--- config.mk ---
export PLATFORM = sky130hd
export DESIGN_NAME = dual_req_intc
export DESIGN_NICKNAME = d
export VERILOG_FILES = /design/src/rtl/dual_req_intc_pkg.sv /design/src/rtl/icu_regfile.sv /design/src/rtl/icu_trigger.sv /design/src/rtl/icu_output.sv /design/src/rtl/dual_req_intc.sv
export SDC_FILE = /design/constraint.sdc
export NUM_CORES = 1
export LEC_CHECK = 0
export ABC_AREA = 1
export CORE_ASPECT_RATIO = 1.1
export CORE_MARGIN = 2
export CORE_UTILIZATION = 45
export CTS_CLUSTER_DIAMETER = 100
export CTS_CLUSTER_SIZE = 25
export DETAILED_ROUTE_END_ITERATION = 7
export PLACE_DENSITY = 0.69
export SETUP_SLACK_MARGIN = 0.1
export SLEW_MARGIN = 15
export SYNTH_ARGS = -nofsm -noshare
export SYNTH_HDL_FRONTEND = slang
export SYNTH_SLANG_ARGS = --single-unit
export TNS_END_PERCENT = 100
--- constraint.sdc ---
create_clock -name clk -period 4.45 [get_ports clk]
set_input_delay 0.89 -clock clk [delete_from_list [all_inputs] [get_ports clk]]
set_output_delay 0.89 -clock clk [all_outputs]
set_load 0.05 [all_outputs]
--- src/rtl/dual_req_intc_pkg.sv ---
package dual_req_intc_pkg;

    localparam int NCTL     = 7;
    localparam int REG_CFG0 = 0;
    localparam int REG_CFG1 = 1;
    localparam int REG_CFG2 = 2;
    localparam int REG_ROUT = 3;
    localparam int REG_SSEL = 4;
    localparam int REG_MASK = 5;
    localparam int REG_WAKE = 6;
    localparam int REG_STAT = 7;

    typedef enum logic [1:0] {
        OP_VAL = 2'd0,
        OP_SET = 2'd1,
        OP_CLR = 2'd2,
        OP_RSV = 2'd3
    } reg_op_e;

    typedef enum logic [2:0] {
        MODE_OFF,
        MODE_RISE,
        MODE_FALL,
        MODE_BOTH,
        MODE_HIGH,
        MODE_LOW
    } trig_mode_e;

    function automatic trig_mode_e decode_mode(input logic [2:0] code);
        trig_mode_e m;
        unique case (code)
            3'b001:  m = MODE_RISE;
            3'b010:  m = MODE_FALL;
            3'b011:  m = MODE_BOTH;
            3'b101:  m = MODE_HIGH;
            3'b110:  m = MODE_LOW;
            default: m = MODE_OFF;
        endcase
        return m;
    endfunction

endpackage

--- src/rtl/icu_regfile.sv ---
module icu_regfile
    import dual_req_intc_pkg::*;
#(
    parameter int NSRC = 32,
    parameter int AW   = 5
) (
    input  logic                       clk,
    input  logic                       rst_n,
    input  logic                       bus_wr,
    input  logic [AW-1:0]              bus_addr,
    input  logic [NSRC-1:0]            bus_wdata,
    input  logic [NSRC-1:0]            status0,
    input  logic [NSRC-1:0]            status1,
    output logic [NSRC-1:0]            bus_rdata,
    output logic [NCTL-1:0][NSRC-1:0]  ctl_q,
    output logic [NSRC-1:0]            pend_clr
);

    localparam int IDXW = AW - 2;

    logic [IDXW-1:0] reg_idx;
    reg_op_e         op;
    logic            clr_hits_pend;

    assign reg_idx = bus_addr[AW-1:2];
    assign op      = reg_op_e'(bus_addr[1:0]);

    always_ff @(posedge clk or negedge rst_n) begin
        if (!rst_n) begin
            ctl_q <= '0;
        end else if (bus_wr) begin
            for (int r = 0; r < NCTL; r++) begin
                if (reg_idx == IDXW'(r)) begin
                    unique case (op)
                        OP_SET:  ctl_q[r] <= ctl_q[r] | bus_wdata;
                        OP_CLR:  ctl_q[r] <= ctl_q[r] & ~bus_wdata;
                        default: ;
                    endcase
                end
            end
        end
    end

    always_comb begin
        clr_hits_pend = bus_wr && (op == OP_CLR) &&
                        ((reg_idx == IDXW'(REG_CFG0)) || (reg_idx == IDXW'(REG_CFG1)) ||
                         (reg_idx == IDXW'(REG_CFG2)) || (reg_idx == IDXW'(REG_MASK)));
        pend_clr = clr_hits_pend ? bus_wdata : '0;
    end

    always_comb begin
        bus_rdata = '0;
        if (reg_idx == IDXW'(REG_STAT)) begin
            if (op == OP_VAL)      bus_rdata = status0;
            else if (op == OP_SET) bus_rdata = status1;
        end else if (op == OP_VAL) begin
            for (int r = 0; r < NCTL; r++) begin
                if (reg_idx == IDXW'(r)) bus_rdata = ctl_q[r];
            end
        end
    end

    assert_set_sticks_R2: assert property (@(posedge clk) disable iff (!rst_n)
        (bus_wr && reg_idx == IDXW'(REG_MASK) && op == OP_SET)
        |=> ((ctl_q[REG_MASK] & $past(bus_wdata)) == $past(bus_wdata)));

    assert_clear_drops_R2: assert property (@(posedge clk) disable iff (!rst_n)
        (bus_wr && reg_idx == IDXW'(REG_ROUT) && op == OP_CLR)
        |=> ((ctl_q[REG_ROUT] & $past(bus_wdata)) == '0));

    assert_value_write_ignored_R3: assert property (@(posedge clk) disable iff (!rst_n)
        (bus_wr && op == OP_VAL && reg_idx != IDXW'(REG_STAT))
        |=> $stable(ctl_q));

endmodule

--- src/rtl/icu_trigger.sv ---
module icu_trigger
    import dual_req_intc_pkg::*;
#(
    parameter int NSRC = 32
) (
    input  logic            clk,
    input  logic            rst_n,
    input  logic [NSRC-1:0] irq_in,
    input  logic [NSRC-1:0] cfg0,
    input  logic [NSRC-1:0] cfg1,
    input  logic [NSRC-1:0] cfg2,
    input  logic [NSRC-1:0] srcsel,
    input  logic [NSRC-1:0] pend_clr,
    output logic [NSRC-1:0] pend
);

    logic [NSRC-1:0] prev_q;
    logic [NSRC-1:0] sticky_q;
    logic [NSRC-1:0] edge_v;
    logic [NSRC-1:0] lvl_v;

    for (genvar i = 0; i < NSRC; i++) begin : g_src
        trig_mode_e mode;
        logic       lvl_hit;
        logic       edge_hit;

        always_comb begin
            mode     = decode_mode({cfg2[i], cfg1[i], cfg0[i]});
            lvl_hit  = 1'b0;
            edge_hit = 1'b0;
            unique case (mode)
                MODE_RISE: edge_hit = irq_in[i] & ~prev_q[i];
                MODE_FALL: edge_hit = ~irq_in[i] & prev_q[i];
                MODE_BOTH: edge_hit = irq_in[i] ^ prev_q[i];
                MODE_HIGH: lvl_hit  = irq_in[i];
                MODE_LOW:  lvl_hit  = ~irq_in[i];
                default:   ;
            endcase
        end

        assign edge_v[i] = srcsel[i] & edge_hit;
        assign lvl_v[i]  = srcsel[i] & lvl_hit;
    end

    always_ff @(posedge clk or negedge rst_n) begin
        if (!rst_n) begin
            prev_q   <= '0;
            sticky_q <= '0;
        end else begin
            prev_q   <= irq_in;
            sticky_q <= (sticky_q | edge_v) & ~pend_clr;
        end
    end

    assign pend = lvl_v | sticky_q;

    assert_off_not_pending_R4: assert property (@(posedge clk) disable iff (!rst_n)
        ((pend & ~(cfg0 | cfg1 | cfg2)) == '0));

    assert_clear_wins_R6: assert property (@(posedge clk) disable iff (!rst_n)
        (|pend_clr) |=> ((sticky_q & $past(pend_clr)) == '0));

endmodule

--- src/rtl/icu_output.sv ---
module icu_output #(
    parameter int NSRC = 32
) (
    input  logic            clk,
    input  logic            rst_n,
    input  logic [NSRC-1:0] pend,
    input  logic [NSRC-1:0] mask,
    input  logic [NSRC-1:0] route,
    input  logic [NSRC-1:0] wake_en,
    input  logic            cpu_idle,
    output logic [NSRC-1:0] status0,
    output logic [NSRC-1:0] status1,
    output logic            irq_req0,
    output logic            irq_req1,
    output logic            wake_out
);

    logic [NSRC-1:0] live;

    assign live    = pend & mask;
    assign status0 = live & route;
    assign status1 = live & ~route;

    always_ff @(posedge clk or negedge rst_n) begin
        if (!rst_n) begin
            irq_req0 <= 1'b0;
            irq_req1 <= 1'b0;
            wake_out <= 1'b0;
        end else begin
            irq_req0 <= |status0;
            irq_req1 <= |status1;
            wake_out <= cpu_idle & (|(pend & wake_en));
        end
    end

    assert_req0_needs_route_R8: assert property (@(posedge clk) disable iff (!rst_n)
        ((mask & route) == '0) |=> !irq_req0);

    assert_req1_needs_route_R8: assert property (@(posedge clk) disable iff (!rst_n)
        ((mask & ~route) == '0) |=> !irq_req1);

    assert_wake_needs_idle_R10: assert property (@(posedge clk) disable iff (!rst_n)
        !cpu_idle |=> !wake_out);

endmodule

--- src/rtl/dual_req_intc.sv ---
module dual_req_intc
    import dual_req_intc_pkg::*;
#(
    parameter int NSRC = 32,
    parameter int AW   = 5
) (
    input  logic            clk,
    input  logic            rst_n,
    input  logic [NSRC-1:0] irq_in,
    input  logic            cpu_idle,
    input  logic            bus_wr,
    input  logic [AW-1:0]   bus_addr,
    input  logic [NSRC-1:0] bus_wdata,
    output logic [NSRC-1:0] bus_rdata,
    output logic            irq_req0,
    output logic            irq_req1,
    output logic            wake_out
);

    logic [NCTL-1:0][NSRC-1:0] ctl;
    logic [NSRC-1:0]           pend_clr;
    logic [NSRC-1:0]           pend;
    logic [NSRC-1:0]           status0;
    logic [NSRC-1:0]           status1;

    icu_regfile #(.NSRC(NSRC), .AW(AW)) u_regfile (
        .clk       (clk),
        .rst_n     (rst_n),
        .bus_wr    (bus_wr),
        .bus_addr  (bus_addr),
        .bus_wdata (bus_wdata),
        .status0   (status0),
        .status1   (status1),
        .bus_rdata (bus_rdata),
        .ctl_q     (ctl),
        .pend_clr  (pend_clr)
    );

    icu_trigger #(.NSRC(NSRC)) u_trigger (
        .clk      (clk),
        .rst_n    (rst_n),
        .irq_in   (irq_in),
        .cfg0     (ctl[REG_CFG0]),
        .cfg1     (ctl[REG_CFG1]),
        .cfg2     (ctl[REG_CFG2]),
        .srcsel   (ctl[REG_SSEL]),
        .pend_clr (pend_clr),
        .pend     (pend)
    );

    icu_output #(.NSRC(NSRC)) u_output (
        .clk      (clk),
        .rst_n    (rst_n),
        .pend     (pend),
        .mask     (ctl[REG_MASK]),
        .route    (ctl[REG_ROUT]),
        .wake_en  (ctl[REG_WAKE]),
        .cpu_idle (cpu_idle),
        .status0  (status0),
        .status1  (status1),
        .irq_req0 (irq_req0),
        .irq_req1 (irq_req1),
        .wake_out (wake_out)
    );

endmodule

; Yosys cells after proc, flatten, opt, wreduce, memory -nomap -nowiden
; Index checks and enable logic that the tools add are counted.
[op_classes]
n_addsub = 0
mul = 0
n_div = 0
magnitude_cmp = 0
n_eq_ne = 329
shift = 0
mux = 115
bitwise = 249
n_reduce_logical = 18
[ops]
columns = operator, count
row1 = 3-bit case mux with 5 select lines, 32
row2 = 32-bit case mux with 2 select lines, 7
row3 = 3-bit equality test (second input constant), 132
row4 = 3-bit by 2-bit equality test with 1-bit output (second input constant), 130
row5 = 32-bit bitwise AND, 12
row6 = 32-bit two-way mux, 12
row7 = 32-bit OR, 9
row8 = 3-bit by 1-bit equality test with 1-bit output (second input constant), 65
row9 = 1-bit bitwise AND, 129
row10 = 32-bit inverter, 3
row11 = 1-bit case mux with 3 select lines, 32
row12 = 32-bit OR reduction, 3
row13 = 1-bit inverter, 64
row14 = 1-bit case mux with 2 select lines, 32
row15 = 1-bit bitwise XOR, 32
row16 = 3-bit AND reduction, 7
row17 = 3-bit zero test, 1
row18 = 1-bit logical OR, 3
row19 = 2-bit by 1-bit equality test with 1-bit output (second input constant), 1
row20 = 2-bit equality test (second input constant), 1
row21 = 1-bit logical AND, 2
row22 = 2-bit zero test, 1
row23 = 2-bit nonzero test, 1
[word_totals]
ff_bits = 291
latch_bits = 0
ram_bits = 0
mem_bits_ro = 0
out_inout_bits = 35
word_cells = 723
mem_count = 0

; Logic depth before layout (Yosys ltp)
[logic_depth]
ltp_word = 11
depth_mapped = 11

; Cells and area by module
; A second synthesis with hierarchy kept.
[unflattened]
hier_cells = 2658
area_unflattened_um2 = 18410.2
[by_module_without_submodules]
columns = module, n_inst, cells_per_inst, area_per_inst_um2, seq_area_each_um2
row1 = icu_regfile, 1, 1648, 12069.1, 5605.4
row2 = icu_trigger, 1, 729, 5053.6, 1601.5
row3 = icu_output, 1, 281, 1287.5, 75.1

; Worst setup path before layout
; No wires, ideal clock.
[synth_path]
path_kind = in2out
startpoint = input bus_addr[4]
endpoint = output bus_rdata[11]
t_arrival_ns = 2.288
path_slack_ns = 1.272
cell_stages = 9
n_path_buf = 3
cell_sequence = buf_4 > inv_2 > nor2_4 > nand2_1 > buf_2 > buf_1 > nand4_1 > nand2_1 > nand2_1
[synth_via]
elab_chain_cells = 10
elab_cells_between_ends = 17
classes_between = eq/ne: 7 / mux: 9 / reduce/logical: 1
[synth_lines]
columns = item, line_no
row1 = from (decl), dual_req_intc.sv:12  ; input logic [AW-1:0] bus_addr,
row2 = 3-bit zero test, icu_regfile.sv:58  ; if (reg_idx == IDXW'(r)) bus_rdata = ctl_q[r];
row3 = 32-bit two-way mux (7 in a row), icu_regfile.sv:58
row4 = 32-bit two-way mux, icu_regfile.sv:56  ; end else if (op == OP_VAL) begin
row5 = 32-bit two-way mux *, icu_regfile.sv:53  ; if (reg_idx == IDXW'(REG_STAT)) begin
row6 = to (decl), dual_req_intc.sv:14  ; output logic [NSRC-1:0] bus_rdata,
; Mark *: on every way between the ends. The rest lies on a longest branch, timed or not.

; Final worst setup path
[layout_path]
startpoint = input bus_addr[2]
endpoint = output bus_rdata[31]
; The elaborated chain is that of the path after synthesis.

==> results_dict.tcl <==
set metrics [dict create \
    netSwitchingFraction 0.386 \
    clkPwrFrac 0.185 \
    ys_top_cells_by_count "602 x nand2_1, 291 x dfrtp_1, 261 x a21oi_1" \
    synth_nets 2438 \
    final_layout_size_suffix_gt1_frac 0.0491 \
    numCtsBuffers 15 \
    clockBufferDepth 3 \
    clkTransAtPathRegs_ps 90 \
    fillers 3533 \
    setup_viol 0 \
    switchingPower_uw 3160 \
    synthArstFlopShare 1.00 \
    skew_ps 15.0 \
    fp.dieW_um 190 \
    cts_tree "built" \
    cpMostUsedCell "nand2_1" \
    yosysMostFrequentCell "nand2_1" \
    grt_pass1_vias 15400 \
    dieArea_sq_um 39500 \
    post_cts_resized 0 \
    hold_viol_final 0 \
    viasPerCell 5.74 \
    drtIter0Drc 1513 \
    fmax_mhz 260 \
    yosysWarnings 0 \
    ctsHtreeMaxLevel 1 \
    worstSkewPairLatency_ps 510 \
    hpwl_mm 32.9 \
    min_path_type "input port to async pin" \
    wl_per_cell_um 18.2 \
    cts_setup_buffers 0 \
    synthAdderAreaFrac 0.0491 \
    p_leak_uw 0.00907 \
    grt_pass1_wl_mm 82.0 \
    vias 16200 \
    p_int_uw 5030 \
    crit_type "input port to output port" \
    max_stage_delay_ps 500 \
    row_count 74 \
    ys_top_cells_by_area "dfrtp_1 43%, nand2_1 13%, a21oi_1 7.7%, a31oi_1 5.9%, o21ai_0 5.0%" \
    rsz0062_at_grt "no" \
    dr.pass1.iters 6 \
    crit_chain "clkdlybuf4s50_1 -> inv_2 -> nand3_1 -> buf_4 -> o21ai_0 -> a21oi_1 -> nand4_1 -> nand2_1 -> nand2_1 -> buf_12" \
    ir_drop_v 0.000294 \
    netlist.area_leader.share 0.427 \
    tightest_slew_ps 1040 \
    crit_family "buffers and inverters" \
    fp.coreArea_sq_um 37200 \
    drv_slew 0 \
    synth_top_family_by_area "simple AND/OR/NAND/NOR gates" \
    areaGrowthSynthToFinish_pct 13.3 \
    powerDensity_nw_per_um2 424 \
    cp-end-kind "output port" \
    start_kind "input port" \
    clockRootBuffer "clkbuf_16" \
    grt.total_usage 0.258 \
    initial_core_util 0.458 \
    port_buffers 107 \
    setup_slack_ps 602 \
    ios 108 \
    arrival_ps 2960 \
    crit_required_ps 3560 \
    finalNetCount 2463 \
    synthMuxAreaShare 0 \
    comb_power_share 0.325 \
    cp_num_cells 10 \
    power_frac_seq 0.490 \
    critPathBufInv 4 \
    worstRegToRegCells 11 \
    synth-edff-count 0 \
    drt_wl_total_mm 51.4 \
    avgSynthCellArea_sq_um 7.42 \
    max_slew_margin 0.304 \
    grt-ovfl-total 0 \
    synthCells 2298 \
    regToRegSetupSlack_ps 2620 \
    cp_max_fo 11 \
    synth-main-ff-cell "dfrtp_1" \
    place.gp.congestion 0.871 \
    fin_crit_sh 0.865 \
    yosys.area.top_type "dfrtp_1" \
    maxCapViolCount 0 \
    ctsHoldBuffers 0 \
    final.setup.tns_ps 0 \
    synthesis.area_sq_um 17100 \
    antenna_found_initial 2 \
    period_minus_slack_ps 3850 \
    pre_cts_ws_ps 612 \
    die_y_um 208 \
    ant_nets 0 \
    cp_slowest_cell "clkdlybuf4s50_1" \
    synth-compound-area-share 0.213 \
    synth_seq_area_share 0.427 \
    synthSimpleGateAreaFrac 0.228 \
    cts.sinks 291 \
    synth_cell_types 27 \
    grt_max_degree 225 \
    status "finished clean" \
    drc 0 \
    yosys.area_share.xor_xnor 0 \
    ys_ff_latch 291 \
]
cell families (layout without fill, tap and decap cells):
logic type,Yosys count,count (layout)
AND/OR/NAND/NOR,916,916
flip-flops,291,291
adder cells (fa/ha/maj),67,67
buffers and inverters,360,386
other,0,2
AO/OA/AOI/OAI,664,664
worst register-to-register path: cells and delay by family (launching register included):
kind,cells,cell delay (ps)
and+or+nand+nor,9,1070
DFF,1,420
AOI/OAI and AO/OA,1,130
buffers and inverters,1,90
worst paths after layout:
path,end,from
max in group asynchronous,async pin,rst_n
max reg2reg,u_output.wake_out,flop
min,async pin,rst_n
min reg2reg,flop,flop
max,bus_rdata[31],bus_addr[2]
min in group clk,flop,flop
routing by layer:
| metal | up-vias | track usage | wire length, um |
|---|---|---|---|
| met5 | - | 0 | 0 |
| met1 | 7644 | 0.350 | 21400 |
| met2 | 655 | 0.427 | 24300 |
| met4 | 0 | 0.0842 | 1610 |
| met3 | 101 | 0.0359 | 4010 |
| li1 | 7793 | - | - |
final cells by class:
class / count / area (sq um) / share of cell area
Timing Repair Buffer: 151 / 1800 / 0.0930
Clock buffer: 17 / 393 / 0.0203
Tap cell: 494 / 618 / 0.0320
Multi-Input combinational cell: 1647 / 8410 / 0.435
Antenna cell: 2 / 5.00 / 0.000259
Inverter: 217 / 815 / 0.0421
Sequential cell: 291 / 7280 / 0.377
Clock inverter: 1 / 8.76 / 0.000453
cell usage in the layout (no fill, tap or decap), types with 2 or more instances in the layout:
cell type / count
nor2_1: 126
nor2_2: 3
a31oi_1: 160
clkdlybuf4s50_1: 73
clkbuf_16: 15
nor2_4: 3
a21boi_0: 23
diode_2: 2
nand3_1: 87
inv_1: 214
nand3b_1: 24
o21ai_1: 17
inv_2: 3
ha_1: 66
buf_12: 38
buf_4: 38
o21ai_0: 169
nand4_1: 64
nor3_4: 2
nand2_1: 601
dfrtp_1: 291
nor4_4: 3
a21oi_1: 261
o22ai_1: 32
power by group through the flow:
stage	clock network, uW	registers [uW]	logic [uW]
after global routing	1650	4130	3060
after detailed placement	0	4050	2640
after floorplan	0	3880	1890
final	1510	4020	2660
after global placement	0	4030	2550
after CTS	1560	4000	2650
through the flow:
step / total power (uW) / utilization / area (sq um) / hold slack (ps) / instances
floorplan: 5780 / - / 17100 / 468 / 2298
global placement: 6580 / 0.508 / 18900 / 485 / 2800
detailed placement: 6690 / 0.508 / 18900 / 495 / 2800
CTS: 8210 / 0.519 / 19300 / 521 / 2818
global route: 8830 / 0.519 / 19300 / 541 / 2820
finish: 8190 / 0.519 / 19300 / 437 / 2820
Note: power is estimated with default switching activity, not from simulation.
